File: src/rtl/pause_fc_pkg.sv
package pause_fc_pkg;
  localparam int TIME_W    = 16;
  localparam int ADDR_W    = 48;
  localparam int FRAME_LEN = 60;
  localparam int IDX_W     = $clog2(FRAME_LEN);

  typedef enum logic [1:0] {FP_NONE, FP_PAUSE, FP_ZERO} fifo_pend_e;

  function automatic logic [TIME_W-1:0] thr_quanta(input logic [1:0] sel);
    case (sel)
      2'd0:    thr_quanta = TIME_W'(4);
      2'd1:    thr_quanta = TIME_W'(28);
      2'd2:    thr_quanta = TIME_W'(144);
      default: thr_quanta = TIME_W'(256);
    endcase
  endfunction
endpackage

File: src/rtl/pause_frame_tx.sv
module pause_frame_tx
  import pause_fc_pkg::*;
(
  input  logic              clk_i,
  input  logic              rst_ni,
  input  logic              start_i,
  input  logic [TIME_W-1:0] time_i,
  input  logic [ADDR_W-1:0] src_i,
  input  logic              ready_i,
  output logic              busy_o,
  output logic              valid_o,
  output logic [7:0]        data_o,
  output logic              last_o,
  output logic              done_o,
  output logic [TIME_W-1:0] time_o
);
  logic [IDX_W-1:0]  idx_q;
  logic              act_q;
  logic [TIME_W-1:0] time_q;
  logic [ADDR_W-1:0] src_q;
  logic              hs;

  assign hs      = act_q & ready_i;
  assign last_o  = act_q & (idx_q == IDX_W'(FRAME_LEN-1));
  assign done_o  = hs & last_o;
  assign valid_o = act_q;
  assign busy_o  = act_q;
  assign time_o  = time_q;

  always_ff @(posedge clk_i or negedge rst_ni) begin
    if (!rst_ni) begin
      act_q  <= 1'b0;
      idx_q  <= '0;
      time_q <= '0;
      src_q  <= '0;
    end else if (!act_q) begin
      if (start_i) begin
        act_q  <= 1'b1;
        idx_q  <= '0;
        time_q <= time_i;
        src_q  <= src_i;
      end
    end else if (hs) begin
      if (last_o) act_q <= 1'b0;
      idx_q <= idx_q + 1'b1;
    end
  end

  always_comb begin
    data_o = 8'h00;
    if (act_q) begin
      case (idx_q)
        IDX_W'(0):  data_o = 8'h01;
        IDX_W'(1):  data_o = 8'h80;
        IDX_W'(2):  data_o = 8'hC2;
        IDX_W'(5):  data_o = 8'h01;
        IDX_W'(6):  data_o = src_q[47:40];
        IDX_W'(7):  data_o = src_q[39:32];
        IDX_W'(8):  data_o = src_q[31:24];
        IDX_W'(9):  data_o = src_q[23:16];
        IDX_W'(10): data_o = src_q[15:8];
        IDX_W'(11): data_o = src_q[7:0];
        IDX_W'(12): data_o = 8'h88;
        IDX_W'(13): data_o = 8'h08;
        IDX_W'(15): data_o = 8'h01;
        IDX_W'(16): data_o = time_q[15:8];
        IDX_W'(17): data_o = time_q[7:0];
        default:    data_o = 8'h00;
      endcase
    end
  end

  p_hold_under_stall_r9: assert property (@(posedge clk_i) disable iff (!rst_ni)
    (valid_o && !ready_i) |=> (valid_o && $stable(data_o) && $stable(last_o)));
  p_gap_after_last_r3: assert property (@(posedge clk_i) disable iff (!rst_ni)
    done_o |=> !valid_o);
endmodule

File: src/rtl/pause_fifo_track.sv
module pause_fifo_track
  import pause_fc_pkg::*;
(
  input  logic              clk_i,
  input  logic              rst_ni,
  input  logic              en_i,
  input  logic              rx_full_i,
  input  logic              tick_i,
  input  logic [TIME_W-1:0] thr_i,
  input  logic              done_i,
  input  logic              done_fifo_i,
  input  logic [TIME_W-1:0] done_time_i,
  output logic              req_o,
  output logic              zero_o
);
  fifo_pend_e        pend_q;
  logic              paused_q;
  logic [TIME_W-1:0] left_q;

  assign req_o  = pend_q != FP_NONE;
  assign zero_o = pend_q == FP_ZERO;

  always_ff @(posedge clk_i or negedge rst_ni) begin
    if (!rst_ni) begin
      left_q <= '0;
    end else if (done_i) begin
      left_q <= done_time_i;
    end else if (tick_i && left_q != '0) begin
      left_q <= left_q - 1'b1;
    end
  end

  always_ff @(posedge clk_i or negedge rst_ni) begin
    if (!rst_ni) begin
      pend_q   <= FP_NONE;
      paused_q <= 1'b0;
    end else if (!en_i) begin
      pend_q   <= FP_NONE;
      paused_q <= 1'b0;
    end else if (done_i && done_fifo_i) begin
      paused_q <= (pend_q == FP_PAUSE);
      pend_q   <= FP_NONE;
    end else if (pend_q == FP_NONE && !done_i) begin
      if (!paused_q) begin
        if (rx_full_i) pend_q <= FP_PAUSE;
      end else if (left_q <= thr_i) begin
        pend_q <= rx_full_i ? FP_PAUSE : FP_ZERO;
      end
    end
  end

  p_zero_only_when_drained_r6: assert property (@(posedge clk_i) disable iff (!rst_ni)
    (pend_q == FP_ZERO && $past(pend_q) == FP_NONE) |-> !$past(rx_full_i));
  p_sample_at_threshold_r5: assert property (@(posedge clk_i) disable iff (!rst_ni)
    ($past(paused_q) && $past(pend_q) == FP_NONE && pend_q != FP_NONE) |-> $past(left_q <= thr_i));
endmodule

File: src/rtl/pause_fc_gen.sv
module pause_fc_gen
  import pause_fc_pkg::*;
(
  input  logic        clk_i,
  input  logic        rst_ni,
  input  logic        fc_en_i,
  input  logic        full_duplex_i,
  input  logic [15:0] pause_time_i,
  input  logic [1:0]  plt_sel_i,
  input  logic [47:0] src_addr_i,
  input  logic        sw_req_set_i,
  output logic        sw_req_busy_o,
  input  logic        rx_full_i,
  input  logic        quanta_tick_i,
  input  logic        mac_busy_i,
  output logic        tx_valid_o,
  output logic [7:0]  tx_data_o,
  output logic        tx_last_o,
  input  logic        tx_ready_i
);
  logic              gate, start, tx_busy, done, fifo_req, fifo_zero;
  logic              sw_q, cur_sw_q;
  logic [TIME_W-1:0] start_time, sent_time;

  assign gate       = fc_en_i & full_duplex_i;
  assign start      = gate & ~tx_busy & ~mac_busy_i & (sw_q | fifo_req);
  // software request wins arbitration; FIFO request stays pending
  assign start_time = (!sw_q && fifo_zero) ? '0 : pause_time_i;
  assign sw_req_busy_o = sw_q;

  always_ff @(posedge clk_i or negedge rst_ni) begin
    if (!rst_ni) begin
      sw_q     <= 1'b0;
      cur_sw_q <= 1'b0;
    end else begin
      if (start) cur_sw_q <= sw_q;
      if (sw_req_set_i && gate) sw_q <= 1'b1;
      else if (done && cur_sw_q) sw_q <= 1'b0;
    end
  end

  pause_frame_tx i_frame (
    .clk_i   (clk_i),
    .rst_ni  (rst_ni),
    .start_i (start),
    .time_i  (start_time),
    .src_i   (src_addr_i),
    .ready_i (tx_ready_i),
    .busy_o  (tx_busy),
    .valid_o (tx_valid_o),
    .data_o  (tx_data_o),
    .last_o  (tx_last_o),
    .done_o  (done),
    .time_o  (sent_time)
  );

  pause_fifo_track i_track (
    .clk_i       (clk_i),
    .rst_ni      (rst_ni),
    .en_i        (gate),
    .rx_full_i   (rx_full_i),
    .tick_i      (quanta_tick_i),
    .thr_i       (thr_quanta(plt_sel_i)),
    .done_i      (done),
    .done_fifo_i (~cur_sw_q),
    .done_time_i (sent_time),
    .req_o       (fifo_req),
    .zero_o      (fifo_zero)
  );

  p_start_needs_gate_r1: assert property (@(posedge clk_i) disable iff (!rst_ni)
    $rose(tx_valid_o) |-> $past(gate));
  p_no_midframe_start_r8: assert property (@(posedge clk_i) disable iff (!rst_ni)
    $rose(tx_valid_o) |-> !$past(mac_busy_i));
  p_busy_clears_on_handover_r2: assert property (@(posedge clk_i) disable iff (!rst_ni)
    $fell(sw_req_busy_o) |-> $past(tx_last_o && tx_valid_o && tx_ready_i));
endmodule

File: config.mk
export PLATFORM = sky130hd
export DESIGN_NAME = pause_fc_gen
export DESIGN_NICKNAME = d
export VERILOG_FILES = /design/src/rtl/pause_fc_pkg.sv /design/src/rtl/pause_frame_tx.sv /design/src/rtl/pause_fifo_track.sv /design/src/rtl/pause_fc_gen.sv
export SDC_FILE = /design/constraint.sdc
export NUM_CORES = 1
export LEC_CHECK = 0
export BUFFER_PORTS_ARGS = -buffer_cell sky130_fd_sc_hd__buf_2
export CAP_MARGIN = 40
export CORE_ASPECT_RATIO = 1.4
export CORE_MARGIN = 2
export CORE_UTILIZATION = 57
export CTS_CLUSTER_DIAMETER = 150
export CTS_CLUSTER_SIZE = 20
export DETAILED_ROUTE_END_ITERATION = 12
export PLACE_DENSITY = 0.8
export SYNTH_ARGS = -nofsm -noshare
export SYNTH_HDL_FRONTEND = slang
export SYNTH_HIERARCHICAL = 1
export SYNTH_SLANG_ARGS = --single-unit
File: constraint.sdc
create_clock -name clk_i -period 2.55 [get_ports clk_i]
set_input_delay 0.6375 -clock clk_i [delete_from_list [all_inputs] [get_ports clk_i]]
set_output_delay 0.6375 -clock clk_i [all_outputs]
set_load 0.02 [all_outputs]
# Yosys cells after proc, flatten, opt, wreduce, memory -nomap -nowiden

Index checks and enable logic that the tools add are counted.

Input port bits: 75
Bits in writable memories: 0
Register bits after elaboration: 92
Bits in read-only memories: 0
Memories kept: 0
Latch bits: 0
Output and inout port bits: 11

Reduce and logical (&&, ||, !) cells: 20
Multiply operators: 0
Add/subtract/negate cells: 2
Bitwise gates (word level): 11
Div/mod/pow operators: 0
Order comparisons: 1
Multiplexer cells: 24
Shift operators: 0
Equality and inequality tests: 24

Operators by type and width:

| cell                  | number |
|---|---|
| $pmux 8 s13           | 1 |
| $mux 16               | 3 |
| $eq 6x4->1 const B    | 7 |
| $pmux 9 s3            | 1 |
| $eq 6x3->1 const B    | 3 |
| $mux 6                | 3 |
| $le 16x9->1           | 1 |
| $reduce_bool 16->1    | 1 |
| $sub 16x1->16 const B | 1 |
| $mux 2                | 7 |
| $eq 6x5->1 const B    | 2 |
| $mux 1                | 8 |
| $mux 8                | 1 |
| $reduce_bool 2->1     | 4 |
| $and 1x1->1           | 7 |
| $add 6x1->6 const B   | 1 |
| $eq 6x1->1 const B    | 1 |
| $eq 6x2->1 const B    | 1 |
| $eq 6x6->1 const B    | 1 |
| $logic_and 1x1->1     | 6 |
| $logic_not 6->1       | 1 |
| $eq 2x1->1 const B    | 2 |
| $eq 2x2->1 const B    | 2 |
| $logic_not 2->1       | 2 |
| 11 further kinds      | 15 |

# Depth between registers and ports, before layout

Word-level depth: 8
Depth in mapped cells: 10
Mapped depth without buffers: 10

# By module

The synthesis kept the hierarchy.

By module, submodules not included:

| module           | area each (um2) | cells an instance | instances |
|---|---|---|---|
| pause_frame_tx   | 3467.1          | 408               | 1 |
| pause_fifo_track | 1539.0          | 174               | 1 |
| pause_fc_gen     | 311.5           | 38                | 1 |

# Worst setup path after synthesis

Ideal clock, no wire load.

Kind: register to register
From: reg i_frame.idx_q[3]
To: reg i_track.left_q[0]
Setup slack: -0.114 ns
Path buffers: 4
Arrival time: 2.588 ns
Stages on the path, launching flop included: 10
Cell sequence: dfrtp_1 -> buf_2 -> buf_2 -> nand2_1 -> nor4_1 -> and2_1 -> buf_1 -> clkbuf_1 -> nand2_1 -> o21ai_1

Word-level cells in the longest chain between the ends: 4
Elaborated cells between the ends (all ways): 5
Classes of those cells: 1 x eq/ne; 1 x mux; 2 x bitwise; 1 x reduce/logical

RTL lines:

| item                                                | RTL line               | RTL |
|---|---|---|
| start, declared                                     | pause_frame_tx.sv:17   | `logic [IDX_W-1:0] idx_q;` |
| start signal, assigned                              | pause_frame_tx.sv:45   | `idx_q <= idx_q + 1'b1;` |
| $eq 6x6->1 (*)                                      | pause_frame_tx.sv:24   | `assign last_o = act_q & (idx_q == IDX_W'(FRAME_LEN-1));` |
| $and 1x1->1 (*)                                     | pause_frame_tx.sv:24   |  |
| net tx_last_o                                       | pause_fc_gen.sv:18     | `output logic tx_last_o,` |
| $and 1x1->1 (*)                                     | pause_frame_tx.sv:25   | `assign done_o = hs & last_o;` |
| net done                                            | pause_fc_gen.sv:21     | `logic gate, start, tx_busy, done, fifo_req, fifo_zero;` |
| $mux 16 / $reduce_bool 2->1 (equally long branches) | n/a                    |  |
| end signal, assigned                                | pause_fifo_track.sv:27 | `left_q <= done_time_i;` |
| end signal, assigned                                | pause_fifo_track.sv:29 | `left_q <= left_q - 1'b1;` |
| end, declared                                       | pause_fifo_track.sv:18 | `logic [TIME_W-1:0] left_q;` |

The timed path passes the listed nets; every way through them passes the cells marked *.
A chain may end at the register's enable or synchronous reset.

# Worst setup path after layout

From: reg i_frame.idx_q[1]
To: out tx_data_o[3]

Word-level cells in the longest chain between the ends: 4
Elaborated cells between the ends (all ways): 18
Classes of those cells: 14 x eq/ne; 2 x mux; 2 x reduce/logical

RTL lines:

| item                                     | RTL line             | RTL |
|---|---|---|
| $eq 6x3->1, or another cell as far along | pause_frame_tx.sv:52 | `case (idx_q)` |
| $reduce_or 3->1 (no source line)         | n/a                  |  |
| $pmux 8 s13 (*)                          | pause_frame_tx.sv:52 |  |
| $mux 8 (*)                               | pause_frame_tx.sv:51 | `if (act_q) begin` |
| end, declared                            | pause_fc_gen.sv:17   | `output logic [7:0] tx_data_o,` |

Mark *: on every way between the ends. The rest lies on a longest branch, timed or not.

==> summary.txt <==
Cells and area
  • Core Util, Final: 74.5%
  • Fin nets: approximately 830
  • Synth-to-layout area growth: 26.5%
  • Share of layout cells above drive strength 1: between 20% and 30%
  • Fillers: just under 700
  • # diodes: 0

Timing
  • Shortest period the worst path allows: 2.91 ns
  • Slew @ Worst Pin: 0.708 ns
  • Setup violators final: 8
  • Slew Limit Headroom: 52.1%
  • Final WS setup: -0.361 ns
  • Tcrit/Tclk final: 114%
  • Peak Freq: between 300 and 400 MHz
  • Slew Viols, Final: 0
  • Final Hold Fails: 0
  • RSZ-0062 raised after global routing: true
  • Setup skew after layout: between 0.006 and 0.007 ns

Clocking
  • TritonCTS clock tree: built
  • Clock sinks: 92
  • Reg clk slew, reported paths: approximately 0.06 ns
  • H-tree Lvls: 3
  • # hold bufs at CTS: 0
  • CTS Root Cell: clkbuf_16
  • CTS buffer count: 9
  • Max clock buf depth: 2
  • Worst-Skew Late Latency: roughly 0.34 ns

Status
  • Failing checks: setup timing
  • Outcome: complete, but fails checks

Worst setup path
  • Stages on worst setup path: 9
  • WP buf/inv: 4
  • CP Class: flop to output port
  • Crit path launch: i_frame/idx_q[1]
  • Worst-path fanout max: 8
  • Most used cell, CP: buf_4
  • RR Endpoint: i_track/left_q[1]
  • CP peak stage delay: 0.42 ns
  • Crit path to: tx_data_o[3]
  • Setup crit end kind: output port
  • WP data arrival: 2.27 ns
  • Top delay family on crit path: buffers and inverters
  • R2R Setup Slk: 0.16 ns
  • Crit-path cells: inv_2, ha_4, a21oi_2, a2111oi_2, buf_4, o31ai_4, buf_12, a41oi_2, buf_4
  • Reg-to-Reg Start: i_track/left_q[8]
  • Startpoint Class: flop
  • WP data required: 1.91 ns
  • Worst Reg-to-Reg Cells: 6
  • Critical path's slowest cell: dfrtp_1

Synth
  • Most common cell in the synthesized netlist: nand2_1
  • Top FF cell, synth: dfrtp_1
  • Yosys warnings: 6
  • Mapped cell area: 5320 um2
  • Ys async rst share: 100%
  • Post-synth top area cell: dfrtp_1
  • Top post-synthesis cells by area: dfrtp_1 (43%), nand2_1 (15%), ha_1 (6.1%), and2_1 (2.5%), a22oi_1 (2.3%)
  • Post-synth EDFFs: 0
  • Cell variety after synth: 68
  • Post-synth top area share: 43.3%
  • FF+latch count, synth: 92
  • Sequential area share after synthesis: around 43%
  • Syn Inst Count: 620
  • Post-Syn Area per Cell: 8.58 um2
  • Post-synth top cells: nand2_1 (217), dfrtp_1 (92), ha_1 (26), inv_1 (26), and2_1 (21)

Place
  • Pre-CTS WS: -0.200 ns
  • Buffers on Ports: 85
  • DP HPWL: just over 10,000 um
  • GPL Wtd Cong: around 0.91

Power and ir drop
  • Max VDD drop: 0.758 mV
  • Leak Pwr: approximately 3.3 nW
  • Power per cell area: 1070 nW/um2

Worst hold path
  • Worst Hold Class: input pin to async pin

Detailed routing
  • Wire per inst: 16.5 um
  • Routed wire length: 13,900 um
  • Total number of vias: 4,826
  • Via density: 5.73
  • Antenna Violating Nets Remaining: 0
  • Post-Route M1 WL: 5430 um
  • DR iter-0 viols: 212
  • Routed wl met2: around 7400 um
  • Top layer in use: met4
  • Drt pass-1 iters: 4
  • DRC: 0
  • Met3 Routed Length: about 630 um

Floorplanning
  • Die X: around 86 um
  • Ports: 86
  • Die area: ~10,000 um2
  • Starting Density: 58.9%
  • Core Area: roughly 9000 um2
  • Die Y: 118 um
  • Row cnt: just over 40

GRT
  • GRT Util Overall: 27.9%
  • Initial antenna violation count: 0
  • Total gr overflow: 0
  • Vias in the first global route: 4,696
  • Largest net degree at the start of global routing: 41
  • First-pass GRT wire length: 22,300 um

Flow run
  • Maximum capacitance violations: 0
==> how the worst min path moves through the flow <==
stage / start / end / slack [ns]
2_1_floorplan: rst_ni / cur_sw_q / 0.34
3_3_place_gp: i_frame/src_q[15] / i_frame/src_q[15] / 0.45
3_5_place_dp: i_frame/src_q[15] / i_frame/src_q[15] / 0.46
4_1_cts: rst_ni / i_frame/src_q[32] / 0.28
5_1_grt: rst_ni / i_frame/src_q[32] / 0.30
6_report: rst_ni / i_frame/src_q[32] / 0.26
==> sequential cells by signal (all words and copies together) (netlist names) <==
register,flops
cur_sw_q,1
i_frame/busy_o,1
i_frame/idx_q,6
i_frame/src_q,48
i_frame/time_o,16
i_track/left_q,16
i_track/paused_q,1
i_track/pend_q,2
sw_req_busy_o,1
==> layout make-up <==
cell class	instances	area [um2]	share of cell area [%]
sequential	92	2300	34.3
inverter	26	97.6	1.45
multi-input combinational	480	3110	46.2
clock inverter	5	60.1	0.893
tap	107	134	1.99
timing repair buffer	121	781	11.6
clock buffer	11	243	3.61
==> placed cells by master (no fill, tap or decap), types with 3 or more instances in the layout <==
| cell | instances |
|---|---|
| ha_4 | 3 |
| buf_4 | 37 |
| nor3_1 | 8 |
| nand4_1 | 3 |
| ha_1 | 22 |
| nor2_1 | 11 |
| buf_12 | 3 |
| o211ai_1 | 7 |
| nor3b_1 | 3 |
| and2_1 | 19 |
| a21boi_0 | 3 |
| dfrtp_1 | 90 |
| nand3_1 | 7 |
| buf_6 | 6 |
| inv_2 | 3 |
| inv_1 | 23 |
| xnor2_1 | 9 |
| o21ai_0 | 9 |
| and3_1 | 11 |
| nand3b_1 | 3 |
| and4_1 | 3 |
| conb_1 | 11 |
| a21oi_1 | 14 |
| clkbuf_16 | 9 |
| a31oi_4 | 3 |
| o21ai_1 | 9 |
| mux2_2 | 6 |
| a2111oi_4 | 4 |
| xor2_1 | 3 |
| a22oi_1 | 15 |
| nand2_1 | 217 |
| nand2b_1 | 3 |
| o31ai_1 | 3 |
| nor2b_1 | 8 |
| buf_2 | 75 |
==> metrics by stage <==
step	power [mW]	hold slack (ns)	cell area (um2)	std cells	TNS (ns)
finish	7.21	0.260	6730	842	-2.69
global route	7.68	0.299	6730	842	-3.31
CTS	6.82	0.278	6510	841	-2.41
global placement	5.10	0.454	6040	823	-0.559
floorplan	4.26	0.342	5380	630	0
detailed placement	5.21	0.456	6040	823	-1.17
==> metal layers <==
metal	global-route usage, %	vias to the layer above
met5	0	-
met2	49.1	175
met1	34.0	2304
li1	-	2316
met4	11.0	0
met3	4.12	31
==> power by group <==
part / total (mW) / switching (mW) / internal (mW)
clock: 1.34 / 0.546 / 0.790
combinational: 3.11 / 1.62 / 1.49
sequential: 2.77 / 0.653 / 2.12
total: 7.21 / 2.82 / 4.39
==> repair_timing <==
action,CTS,global route
pin swaps,7,4
buffers inserted,2,2
resized for setup,37,33
setup endpoints to repair,9,9
==> cells by family after synthesis <==
kind of cell | Yosys count | synth area share (%)
compound gates | 98 | 13.0
xor+xnor | 12 | 1.98
fa+ha+maj | 26 | 6.12
buf+inv | 58 | 4.92
flops | 92 | 43.3
mux | 8 | 1.67
other cells | 1 | 0.0705
simple gates | 325 | 28.9
(Power assumes the default switching activity.)
